==> config.mk <==
export PLATFORM = sky130hd
export DESIGN_NAME = flash_fire_gate
export DESIGN_NICKNAME = d
export VERILOG_FILES = /design/src/rtl/flash_gate_pkg.sv /design/src/rtl/flash_trig_sync.sv /design/src/rtl/flash_gate_core.sv /design/src/rtl/flash_fire_gate.sv
export SDC_FILE = /design/constraint.sdc
export NUM_CORES = 1
export LEC_CHECK = 0
export BUFFER_PORTS_ARGS = -buffer_cell sky130_fd_sc_hd__buf_2
export CORE_AREA = 2 2 39 41
export DETAILED_ROUTE_END_ITERATION = 8
export DIE_AREA = 0 0 41 43
export PLACE_DENSITY = 0.44
export SYNTH_ARGS = -nofsm -noshare
export SYNTH_HDL_FRONTEND = slang
export SYNTH_SLANG_ARGS = --single-unit
==> constraint.sdc <==
create_clock -name clk -period 0.9 [get_ports clk]
set_input_delay 0.09 -clock clk [delete_from_list [all_inputs] [get_ports clk]]
set_output_delay 0.09 -clock clk [all_outputs]
set_load 0.01 [all_outputs]
==> src/rtl/flash_gate_pkg.sv <==
package flash_gate_pkg;

  typedef enum logic [1:0] {
    MODE_STANDBY  = 2'd0,
    MODE_LOCKED   = 2'd1,
    MODE_REGULATE = 2'd2
  } gate_mode_t;

  // Charger state seen by the gate: off, first charge, or holding target.
  function automatic gate_mode_t decode_mode(input logic en, input logic done);
    if (!en)       return MODE_STANDBY;
    else if (!done) return MODE_LOCKED;
    else           return MODE_REGULATE;
  endfunction

  // Next drive value: in regulation a running refresh must be acknowledged
  // first; once fired, the drive holds until the trigger ends.
  function automatic logic next_fire(input gate_mode_t mode, input logic trig,
                                     input logic fire_q, input logic refresh,
                                     input logic idle);
    case (mode)
      MODE_STANDBY:  return trig;
      MODE_REGULATE: return trig && (fire_q || !refresh || idle);
      default:       return 1'b0;
    endcase
  endfunction

  // Halt request covers the whole trigger in regulation.
  function automatic logic next_halt(input gate_mode_t mode, input logic trig);
    return (mode == MODE_REGULATE) && trig;
  endfunction

endpackage

==> src/rtl/flash_trig_sync.sv <==
module flash_trig_sync #(
  parameter int STAGES = 2
) (
  input  logic clk,
  input  logic rst_n,
  input  logic d_i,
  output logic q_o
);
  logic [STAGES-1:0] chain_q;

  always_ff @(posedge clk or negedge rst_n) begin
    if (!rst_n) chain_q <= '0;
    else        chain_q <= {chain_q[STAGES-2:0], d_i};
  end

  assign q_o = chain_q[STAGES-1];
endmodule

==> src/rtl/flash_gate_core.sv <==
module flash_gate_core
  import flash_gate_pkg::*;
(
  input  logic       clk,
  input  logic       rst_n,
  input  logic       trig_eff_i,
  input  gate_mode_t mode_i,
  input  logic       refresh_i,
  input  logic       sw_idle_i,
  output logic       fire_o,
  output logic       halt_o
);
  logic fire_q, halt_q;
  logic fire_d, halt_d;

  always_comb begin
    fire_d = next_fire(mode_i, trig_eff_i, fire_q, refresh_i, sw_idle_i);
    halt_d = next_halt(mode_i, trig_eff_i);
  end

  always_ff @(posedge clk or negedge rst_n) begin
    if (!rst_n) begin
      fire_q <= 1'b0;
      halt_q <= 1'b0;
    end else begin
      fire_q <= fire_d;
      halt_q <= halt_d;
    end
  end

  assign fire_o = fire_q;
  assign halt_o = halt_q;
endmodule

==> src/rtl/flash_fire_gate.sv <==
module flash_fire_gate
  import flash_gate_pkg::*;
#(
  parameter int N_TRIG      = 2,
  parameter int SYNC_STAGES = 2
) (
  input  logic              clk,
  input  logic              rst_n,
  input  logic [N_TRIG-1:0] trig_i,
  input  logic              chg_en_i,
  input  logic              done_i,
  input  logic              refresh_i,
  input  logic              sw_idle_i,
  output logic              halt_o,
  output logic              fire_o
);
  logic [N_TRIG-1:0] trig_sync;
  logic              trig_eff;
  gate_mode_t        mode;

  for (genvar g = 0; g < N_TRIG; g++) begin : g_sync
    flash_trig_sync #(.STAGES(SYNC_STAGES)) sync_i (
      .clk  (clk),
      .rst_n(rst_n),
      .d_i  (trig_i[g]),
      .q_o  (trig_sync[g])
    );
  end

  assign trig_eff = &trig_sync;
  assign mode     = decode_mode(chg_en_i, done_i);

  flash_gate_core core_i (
    .clk       (clk),
    .rst_n     (rst_n),
    .trig_eff_i(trig_eff),
    .mode_i    (mode),
    .refresh_i (refresh_i),
    .sw_idle_i (sw_idle_i),
    .fire_o    (fire_o),
    .halt_o    (halt_o)
  );
endmodule

Word level (Yosys, flattened, before mapping)
Cells that the tools add are included.
- register bits after elaboration: 6
- input port bits: 8
- output and inout port bits: 2
- logic and storage cells: 15
- equality and inequality tests: 1
- multiplexer cells: 3
- reductions and logical operators: 7
- operator list (operator ; count):
    2-bit two-way mux ; 2
    2-bit == test, second input constant ; 1
    1-bit logical AND ; 2
    2-bit logical NOT ; 1
    1-bit logical OR ; 2
    1-bit one-hot mux with 2 select lines ; 1
    2-bit AND reduction ; 1
    1-bit logical NOT ; 1

Logic depth before layout (Yosys ltp)
Gate-level depths: netlist of run 1.
- depth after elaboration: 5
- depth in mapped cells: 2
- depth with buffers taken out: 2

Hierarchy
A second synthesis of run 1 with hierarchy kept.
- cell total of the unflattened synthesis: 14
- area total of the unflattened synthesis: 203.9 µm²
- by module, submodules not included (module ; times used ; cells an instance ; area each (µm²) ; sequential area each (µm²)):
    flash_trig_sync ; 2 ; 2 ; 50.0 ; 50.0
    flash_gate_core ; 1 ; 7 ; 81.3 ; 50.0
    flash_fire_gate ; 1 ; 3 ; 22.5 ; 0.0

Worst setup path before layout of run 1
No wires, ideal clock.
- path type: register to register
- start: register core_i.fire_q (netlist: core_i.fire_o)
- end: register core_i.fire_q (netlist: core_i.fire_o)
- setup time: 118 ps
- arrival: 711 ps
- required time: 782 ps
- path slack: 71 ps
- stages on the path, launching flop included: 3
- path buffers: 0
- clock period less this slack: 829 ps
- cells stage by stage: dfrtp_1 > and4bb_1 > nor3_2
- word-level cells in the longest chain between the ends: 4
- ends and longest elaborated chain (element ; line ; source):
    from (decl) ; flash_gate_core.sv:13 ; logic fire_q, halt_q;
    from (signal assigned) ; flash_gate_core.sv:26 ; fire_q <= fire_d;
    1-bit logical OR (2 in a row) ; flash_gate_pkg.sv:23 ; MODE_REGULATE: return trig && (fire_q || !refresh || idle);
    1-bit logical AND ; flash_gate_pkg.sv:23 ;
    1-bit one-hot mux with 2 select lines ; flash_gate_pkg.sv:21 ; case (mode)
    net core_i.fire_d ; flash_gate_core.sv:14 ; logic fire_d, halt_d;
The timed path passes the listed nets, and every way through them passes these cells.

Worst setup path in the final report of run 1
- start: register core_i.fire_q (netlist: core_i.fire_o)
- end: output port fire_o
- RTL lines (element ; line ; source):
    to (decl) ; flash_fire_gate.sv:15 ; output logic fire_o
No word-level cell between the ends.

==> results of run 1 <==
-- cells in the final DEF (no fill, tap or decap) --
master / count
dlygate4sd3_1: 3
nor2b_2: 1
buf_2: 9
nor2_1: 1
clkbuf_4: 3
and4bb_1: 1
nand2_1: 2
nor3_2: 1
dfrtp_1: 6
-- power by group through the flow --
stage / combinational (uW) / sequential [uW] / clock (uW)
finish: 47.2 / 287 / 239
floorplan: 10.6 / 292 / 0
CTS: 48.4 / 287 / 259
global placement: 35.8 / 290 / 0
global route: 53.1 / 287 / 277
detailed placement: 38.4 / 291 / 0
-- Yosys cell counts --
cell | number | area [um^2]
dfrtp_1 | 6 | 150.1
nand2_1 | 2 | 7.510
and4bb_1 | 1 | 12.51
nor2_1 | 1 | 3.750
nor2b_2 | 1 | 8.760
nor3_2 | 1 | 10.01
-- kinds of logic (layout without fill, tap and decap cells) --
| group | after synthesis | after routing | synth area share [%] |
|---|---|---|---|
| buffers and inverters | 0 | 15 | 0 |
| flip-flops | 6 | 6 | 77.92 |
| AND/OR/NAND/NOR | 6 | 6 | 22.08 |
-- sequential cells by signal (all words and copies together) (netlist names) --
name / cells
core_i.fire_o: 1
core_i.halt_o: 1
g_sync.sync_i.chain_q: 4
-- layer usage --
layer,wire [um],vias up
met5,0,-
met4,0,0
met3,47,0
met2,153,10
met1,145,67
li1,-,71
-- per-stage QoR --
stage / area (um^2) / hold WS (ns) / cells / setup WS [ns] / power [uW]
after floorplan: 192.7 / -0.2056 / 12 / 0.07075 / 302.6
after global placement: 257.7 / -0.08844 / 37 / 0.1146 / 325.6
after detailed placement: 257.7 / -0.07825 / 37 / 0.08230 / 329.3
after CTS: 310.3 / 0.07727 / 43 / 0.05748 / 594.6
after global routing: 310.3 / 0.09975 / 43 / 0.03683 / 617.6
final: 310.3 / 0.08303 / 43 / 0.07565 / 572.6
-- what timing repair did --
action | CTS | global route
hold buffers | 3 | 0
endpoints found under the hold margin | 8 | 0
gates resized for setup | 0 | 0
-- worst min path at each step --
stage | slack, ns | endpoint | depth (start not counted)
global route | 0.1 | core_i.halt_o$_DFF_PN0_ | 3
global placement | -0.09 | g_sync[0].sync_i.chain_q[0]$_DFF_PN0_ | 1
floorplan | -0.21 | core_i.fire_o$_DFF_PN0_ | 0
finish | 0.08 | core_i.halt_o$_DFF_PN0_ | 3
CTS | 0.08 | core_i.halt_o$_DFF_PN0_ | 3
detailed placement | -0.08 | g_sync[0].sync_i.chain_q[0]$_DFF_PN0_ | 1
-- layout make-up --
class	instances	share of cell area, %
Clock buffer	3	7.258
Tap cell	16	6.452
Timing Repair Buffer	12	24.19
Multi-Input combinational cell	6	13.71
Sequential cell	6	48.39
==> impl_metrics.py, run 1 <==
metrics = {
    "sta": {
        "rsz0062_at_grt": "no",
        "layout_min_cycle_time_ns": 0.8243,
        "finalSetupViolations": 0,
        "max_freq_ghz": 1.213,
        "drv_slew": 0,
        "fin_crit_sh_pct": 91.59,
        "finalHoldViolations": 0,
        "slew_headroom_pct": 91.33,
        "finalSetupTns_ns": 0,
        "worst_pin_slew_ns": 0.1294,
        "fin_skew_ns": 0.0001665,
    },
    "grt": {
        "antenna_found_initial": 0,
        "grt_pass1_vias": 177,
        "use_met3_pct": 7.853,
        "grt_max_degree": 7,
        "use_met1_pct": 3.642,
        "grt_first_pass_wirelength_um": 600,
        "grt.total_usage_pct": 6.282,
        "use_met2_pct": 8.438,
        "overflow": 0,
        "busiest_layer": "met2",
    },
    "die": {
        "core-area_um2": 1384,
        "rows": 14,
        "dieHeight_um": 43,
        "dieArea_um2": 1763,
        "start_util_pct": 13.92,
        "io-pin-count": 10,
        "die_w_um": 41,
    },
    "logic_synthesis": {
        "synth_seq_cells": 6,
        "synth_nets": 20,
        "synth_cells": 12,
        "syn_area_um2": 192.7,
        "synth.avg_cell_area_um2": 16.06,
        "synth_cell_types": 6,
        "ys_seq_area_share_pct": 77.92,
        "yosys_warnings": 0,
    },
    "drt": {
        "viasPerCell": 3.442,
        "wl_um": 346,
        "drtAntennaViolNets": 0,
        "num_vias": 148,
        "routedWlPerCell_um": 8.047,
        "drc": 0,
        "drtPass1Iterations": 2,
        "drtIter0Drc": 1,
    },
    "worst_setup_path": {
        "timing_worst_setup_path_type": "flop to output pin",
        "crit_start": "core_i.fire_o$_DFF_PN0_",
        "path_max_fanout": 2,
        "critPathSlowestCell": "dfrtp_1",
        "worst_setup_path_start_kind": "flop",
        "crit_arrival_ns": 0.73,
        "crit_required_ns": 0.81,
        "path_delay_family": "flip-flops",
        "endpoint": "fire_o",
        "reg2regPathDepth": 2,
        "path_buf_inv": 1,
        "r2r_end": "core_i.fire_o$_DFF_PN0_",
        "cp_num_cells": 1,
        "regToRegSetupSlack_ns": 0.08,
        "endpoint_kind": "output pin",
        "cp_slowest_stage_delay_ns": 0.36,
        "cp_cell_sequence": "buf_2",
        "r2r_start": "core_i.fire_o$_DFF_PN0_",
    },
    "placed_design": {
        "place_congestion": 0.5651,
        "io_buffers": 9,
    },
    "pwr": {
        "p_leak_uw": 0.0001552,
        "internal-power_uw": 461.8,
        "pwr-share-clk_pct": 41.7,
        "power_density_nw_per_um2": 1845,
        "seqPwrFrac_pct": 50.1,
        "switching_share_pct": 19.36,
        "pwr-share-comb_pct": 8.2,
        "power_switching_uw": 110.9,
        "ir_drop_mv": 0.6813,
    },
    "final_layout": {
        "diodes": 0,
        "multi_input_comb_area_um2": 42.54,
        "layout.area.seq_um2": 150.1,
        "layout.nets": 37,
        "fillers": 148,
        "drive_gt1_share_pct": 51.85,
        "area.growth.synth_to_final_pct": 61.04,
        "fin_util_pct": 22.42,
    },
    "hold_path": {
        "min_from": "chg_en_i",
        "hold_class": "input port to flop",
    },
    "cts": {
        "cts_setup_buffers": 0,
        "clockRootBuffer": "clkbuf_4",
        "clockBufferDepth": 2,
        "cts.clk_slew.worst_paths_ns": 0.04,
        "cts_sinks": 6,
        "clk-insertion-delay-late_ns": 0.24,
        "htreeDepth": 1,
        "cts_tree": "yes",
        "cts_buffers": 3,
    },
    "job": {
        "timing.max_cap.violations": 0,
    },
    "outcome": {
        "status": "finished, final reports clean",
    },
}
(Power assumes the default switching activity.)
==> inputs of run 2 (changes only) <==
--- a/config.mk
+++ b/config.mk
@@ -9,6 +9,7 @@
 export CORE_AREA = 2 2 39 41
 export DETAILED_ROUTE_END_ITERATION = 8
 export DIE_AREA = 0 0 41 43
+export HOLD_SLACK_MARGIN = 0.12
 export PLACE_DENSITY = 0.44
 export SYNTH_ARGS = -nofsm -noshare
 export SYNTH_HDL_FRONTEND = slang
==> impl_metrics.py, run 2 (same netlist as run 1, synthesis figures left out) <==
metrics = {
    "drt": {
        "drtPass1Iterations": 2,
        "drc": 0,
        "drtIter0Drc": 1,
        "viasPerCell": 3.422,
        "num_vias": 154,
        "routedWlPerCell_um": 7.956,
        "wl_um": 358,
        "drtAntennaViolNets": 0,
    },
    "pwr": {
        "power_switching_uw": 111.9,
        "pwr-share-clk_pct": 41.2,
        "switching_share_pct": 19.32,
        "p_leak_uw": 0.0001636,
        "ir_drop_mv": 0.6816,
        "seqPwrFrac_pct": 49.5,
        "internal-power_uw": 467.4,
        "power_density_nw_per_um2": 1754,
        "pwr-share-comb_pct": 9.3,
    },
    "hold_path": {
        "min_from": "chg_en_i",
        "hold_depth": 3,
        "hold_class": "input port to flop",
        "holdPathEnd": "core_i.fire_o$_DFF_PN0_",
    },
    "worst_setup_path": {
        "critPathSlowestCell": "dfrtp_1",
        "reg2regPathDepth": 2,
        "crit_arrival_ns": 0.73,
        "r2r_end": "core_i.fire_o$_DFF_PN0_",
        "worst_setup_path_start_kind": "flop",
        "endpoint_kind": "output pin",
        "r2r_start": "core_i.fire_o$_DFF_PN0_",
        "path_delay_family": "flip-flops",
        "crit_required_ns": 0.81,
        "path_buf_inv": 1,
        "regToRegSetupSlack_ns": 0.08,
        "timing_worst_setup_path_type": "flop to output pin",
        "cp_cell_sequence": "buf_2",
        "path_max_fanout": 2,
        "cp_slowest_stage_delay_ns": 0.36,
    },
    "grt": {
        "grt_pass1_vias": 182,
        "overflow": 0,
        "grt_first_pass_wirelength_um": 614,
        "grt_max_degree": 7,
        "grt.total_usage_pct": 6.383,
        "antenna_found_initial": 0,
    },
    "sta": {
        "worst_pin_slew_ns": 0.1359,
        "drv_slew": 0,
        "setup_ws_ns": 0.07661,
        "finalSetupTns_ns": 0,
        "layout_min_cycle_time_ns": 0.8234,
        "finalSetupViolations": 0,
        "fin_skew_ns": 0.0001857,
        "rsz0062_at_grt": "no",
        "slew_headroom_pct": 90.94,
        "max_freq_ghz": 1.214,
        "fin_crit_sh_pct": 91.49,
        "finalHoldViolations": 0,
    },
    "die": {
        "die_w_um": 41,
        "start_util_pct": 13.92,
        "dieHeight_um": 43,
        "core-area_um2": 1384,
        "rows": 14,
        "io-pin-count": 10,
        "dieArea_um2": 1763,
    },
    "outcome": {
        "status": "finished, final reports clean",
    },
    "final_layout": {
        "area.growth.synth_to_final_pct": 71.43,
        "mostFrequentLayoutCells": "buf_2 (9), dfrtp_1 (6), dlygate4sd3_1 (5)",
        "final_common_cell": "buf_2",
        "regMostFlops": "g_sync.sync_i.chain_q",
        "fin_cells": 45,
        "largest_reg_flops": 4,
        "diodes": 0,
        "layout.area.seq_um2": 150.1,
        "fin_util_pct": 23.87,
        "fillers": 146,
        "drive_gt1_share_pct": 48.28,
        "multi_input_comb_area_um2": 42.54,
        "layout.nets": 39,
    },
    "job": {
        "timing.max_cap.violations": 0,
    },
    "cts": {
        "clockRootBuffer": "clkbuf_4",
        "clockBufferDepth": 2,
        "cts_sinks": 6,
        "cts.clk_slew.worst_paths_ns": 0.04,
        "htreeDepth": 1,
        "clk-insertion-delay-late_ns": 0.24,
        "cts_tree": "yes",
        "cts_buffers": 3,
        "ctsResizeCount": 0,
    },
    "placed_design": {
        "io_buffers": 9,
        "pre_cts_ws_ns": 0.08230,
        "placedCellCount": 37,
        "place_congestion": 0.5651,
    },
}
[run 2: per-stage QoR]
step | area, um^2 | hold slack, ns | total power [uW]
final | 330.3 | 0.1570 | 579.4
after floorplan | 192.7 | -0.2056 | 302.6
after global placement | 257.7 | -0.08844 | 325.6
after global routing | 330.3 | 0.1586 | 624.9
after CTS | 330.3 | 0.1494 | 601.4
after detailed placement | 257.7 | -0.07825 | 329.3
[run 2: power groups by stage]
stage | logic (uW) | registers (uW) | clock network, uW
after floorplan | 10.6 | 292 | 0
after global placement | 35.8 | 290 | 0
after detailed placement | 38.4 | 291 | 0
after CTS | 55.1 | 287 | 259
after global routing | 60.3 | 287 | 277
final | 54.0 | 287 | 239
[run 2: worst max-delay path by stage]
stage	startpoint	endpoint	slack, ns	cells after the start
after global placement	core_i.fire_o$_DFF_PN0_	core_i.fire_o$_DFF_PN0_	0.11	2
after detailed placement	core_i.fire_o$_DFF_PN0_	core_i.fire_o$_DFF_PN0_	0.08	2
after global routing	core_i.fire_o$_DFF_PN0_	fire_o	0.04	1
after CTS	core_i.fire_o$_DFF_PN0_	fire_o	0.06	1
after floorplan	core_i.fire_o$_DFF_PN0_	core_i.fire_o$_DFF_PN0_	0.07	2
final	core_i.fire_o$_DFF_PN0_	fire_o	0.08	1
[run 2: what timing repair did]
action	CTS	global route
setup endpoints to repair	0	0
hold buffers	5	0
hold endpoints to repair	9	0
setup buffers	0	0
[run 2: per-layer routing]
layer,share of wire (%),GRT usage (%),up-vias
met5,0,0,-
met4,0,6.000,0
met3,12,7.853,0
met2,44,8.750,10
met1,44,3.642,69
li1,-,-,75
[run 2: cell type report]
class | count | share of cell area [%]
timing repair buffer | 14 | 28.79
sequential | 6 | 45.45
clock buffer | 3 | 6.818
multi-input combinational | 6 | 12.88
tap | 16 | 6.061
==> inputs of run 3 (changes only) <==
--- a/config.mk
+++ b/config.mk
@@ -5,12 +5,14 @@
 export SDC_FILE = /design/constraint.sdc
 export NUM_CORES = 1
 export LEC_CHECK = 0
+export ABC_AREA = 1
 export BUFFER_PORTS_ARGS = -buffer_cell sky130_fd_sc_hd__buf_2
 export CORE_AREA = 2 2 39 41
+export CTS_CLUSTER_DIAMETER = 50
 export DETAILED_ROUTE_END_ITERATION = 8
 export DIE_AREA = 0 0 41 43
 export HOLD_SLACK_MARGIN = 0.12
-export PLACE_DENSITY = 0.44
+export PLACE_DENSITY = 0.45
 export SYNTH_ARGS = -nofsm -noshare
 export SYNTH_HDL_FRONTEND = slang
 export SYNTH_SLANG_ARGS = --single-unit
==> impl_metrics.py, run 3 <==
metrics = {
    "outcome": {
        "status": "finished, final reports clean",
    },
    "final_layout": {
        "final_common_cell": "buf_2",
        "fillers": 149,
        "area.growth.synth_to_final_pct": 70.06,
        "mostFrequentLayoutCells": "buf_2 (9), dfrtp_1 (6), dlygate4sd3_1 (5)",
        "layout.area.seq_um2": 150.1,
        "fin_cells": 50,
        "drive_gt1_share_pct": 35.29,
        "multi_input_comb_area_um2": 31.28,
        "layout.nets": 44,
        "diodes": 0,
        "regMostFlops": "g_sync.sync_i.chain_q",
        "largest_reg_flops": 4,
    },
    "worst_setup_path": {
        "cp_cell_sequence": "dlygate4sd3_1 -> buf_2 -> nand2_1 -> inv_1 -> nand3_1 -> nand2_1",
        "critPathSlowestCell": "dlygate4sd3_1",
        "endpoint_kind": "flop",
        "path_max_fanout": 2,
        "crit_top_cell": "nand2_1",
        "crit_arrival_ns": 0.97,
        "cp_slowest_stage_delay_ns": 0.53,
        "worst_setup_path_start_kind": "input port",
        "crit_required_ns": 1.03,
        "timing_worst_setup_path_type": "input port to flop",
    },
    "grt": {
        "grt_pass1_vias": 180,
        "grt.total_usage_pct": 5.253,
        "overflow": 0,
        "grt_first_pass_wirelength_um": 572,
        "use_met3_pct": 6.283,
        "use_met1_pct": 4.262,
        "grt_max_degree": 7,
        "antenna_found_initial": 0,
        "busiest_layer": "met2",
        "use_met2_pct": 8.438,
    },
    "cts": {
        "htreeDepth": 1,
        "ctsResizeCount": 0,
        "cts.clk_slew.worst_paths_ns": 0.04,
        "cts_sinks": 6,
        "clk-insertion-delay-late_ns": 0.24,
        "clockRootBuffer": "clkbuf_4",
        "hold_buffers": 5,
        "clockBufferDepth": 2,
        "cts_buffers": 3,
        "cts_setup_buffers": 0,
        "cts_tree": "yes",
    },
    "logic_synthesis": {
        "synth-async-reset-ratio_pct": 100.0,
        "netlist.top_cell.by_area": "dfrtp_1",
        "yosys_warnings": 0,
        "synth_ff_type": "dfrtp_1",
        "synth.most_common_cell": "dfrtp_1",
        "synth_cells": 17,
        "synth_edf_count": 0,
        "syn_area_um2": 196.4,
        "synth_common_cells": "dfrtp_1 (6), inv_1 (4), nand2_1 (3), nand3_1 (2)",
        "synth_seq_cells": 6,
        "synth_top_area_share_pct": 76.43,
        "synth.avg_cell_area_um2": 11.56,
        "ys_seq_area_share_pct": 76.43,
        "synth_nets": 25,
        "synth_cell_types": 6,
        "synth_area_leaders": "dfrtp_1 (76%), inv_1 (7.6%), nand2_1 (5.7%)",
    },
    "placed_design": {
        "io_buffers": 9,
        "place_congestion": 0.5902,
        "placedCellCount": 42,
        "pre_cts_ws_ns": 0.1875,
        "dpl.hpwl_um": 237,
    },
    "drt": {
        "num_vias": 165,
        "routedWlPerCell_um": 7.220,
        "wl_um": 361,
        "viasPerCell": 3.300,
        "drtAntennaViolNets": 0,
        "drtIter0Drc": 0,
        "drc": 0,
        "drtPass1Iterations": 1,
    },
    "pwr": {
        "internal-power_uw": 465.9,
        "p_leak_uw": 0.0001848,
        "seqPwrFrac_pct": 49.2,
        "pwr-share-clk_pct": 41.6,
        "ir_drop_mv": 0.6510,
        "power_density_nw_per_um2": 1744,
        "power_switching_uw": 116.6,
        "switching_share_pct": 20.02,
        "pwr-share-comb_pct": 9.1,
        "total_power_uw": 582.5,
    },
    "die": {
        "start_util_pct": 14.20,
        "io-pin-count": 10,
        "dieArea_um2": 1763,
        "rows": 14,
        "die_w_um": 41,
        "dieHeight_um": 43,
        "core-area_um2": 1384,
    },
    "sta": {
        "layout_min_cycle_time_ns": 0.8423,
        "rsz0062_at_grt": "no",
        "worst_pin_slew_ns": 0.1342,
        "drv_slew": 0,
        "whs_ns": 0.1403,
        "fin_skew_ns": 0.001627,
        "setup_ws_ns": 0.05767,
        "finalSetupViolations": 0,
        "fin_crit_sh_pct": 93.59,
        "max_freq_ghz": 1.187,
        "finalSetupTns_ns": 0,
        "slew_headroom_pct": 91.05,
        "finalHoldViolations": 0,
    },
    "job": {
        "timing.max_cap.violations": 0,
    },
    "hold_path": {
        "hold_class": "input port to flop",
    },
}
run 3: cell count changes in the layout (fill, tap and decap cells not counted):
cell | before | now
nand3_1 | 0 | 2
nor3_2 | 1 | 0
or2_0 | 0 | 1
nor2b_2 | 1 | 0
nand2_1 | 2 | 3
inv_1 | 0 | 4
and4bb_1 | 1 | 0
run 3: layout make-up:
type,count,share of cell area [%]
clock buffers,3,6.742
multi-input cells,7,9.363
repair buffers,14,28.46
inverters,4,4.494
well taps,16,5.993
flip-flops and latches,6,44.94
run 3: power groups by stage:
stage	registers [uW]	clock network, uW	logic [uW]
after floorplan	293	0	10.4
after global placement	291	0	36.7
after detailed placement	291	0	37.3
after CTS	287	255	54.1
after global routing	288	270	61.0
final	287	243	53.2
run 3: layer usage:
metal / wire [um] / share of wire, % / up-vias
met5: 0 / 0 / -
met4: 0 / 0 / 0
li1: - / - / 84
met3: 48 / 13 / 0
met2: 154 / 43 / 12
met1: 159 / 44 / 69
run 3: critical path: cells and delay by family:
family / cells / cell delay, ns
buffers and inverters: 3 / 0.71
and+or+nand+nor: 3 / 0.18
run 3: per-stage QoR:
stage	util [%]	area (um^2)
CTS	24.14	334.1
finish	24.14	334.1
floorplan	-	196.4
global route	24.14	334.1
global placement	18.90	261.5
detailed placement	18.90	261.5
run 3: path summary, 6_finish.rpt:
check | startpoint | end | slack, ns | depth (start not counted)
setup / recovery | chg_en_i | core_i.fire_o$_DFF_PN0_ | 0.06 | 6
max in group asynchronous | rst_n | g_sync[1].sync_i.chain_q[0]$_DFF_PN0_ | 0.56 | 2
hold reg to reg | g_sync[1].sync_i.chain_q[0]$_DFF_PN0_ | g_sync[1].sync_i.chain_q[1]$_DFF_PN0_ | 0.34 | 0
hold / removal | refresh_i | core_i.fire_o$_DFF_PN0_ | 0.14 | 4
setup reg to reg | g_sync[0].sync_i.chain_q[1]$_DFF_PN0_ | core_i.fire_o$_DFF_PN0_ | 0.19 | 3
min in group asynchronous | rst_n | core_i.fire_o$_DFF_PN0_ | 0.20 | 2
run 3: cells by family (layout without fill, tap and decap cells):
family	after synthesis	after routing	share of synthesized area, %
buffers and inverters	4	21	7.641
flip-flops	6	6	76.43
AND/OR/NAND/NOR	7	7	15.92
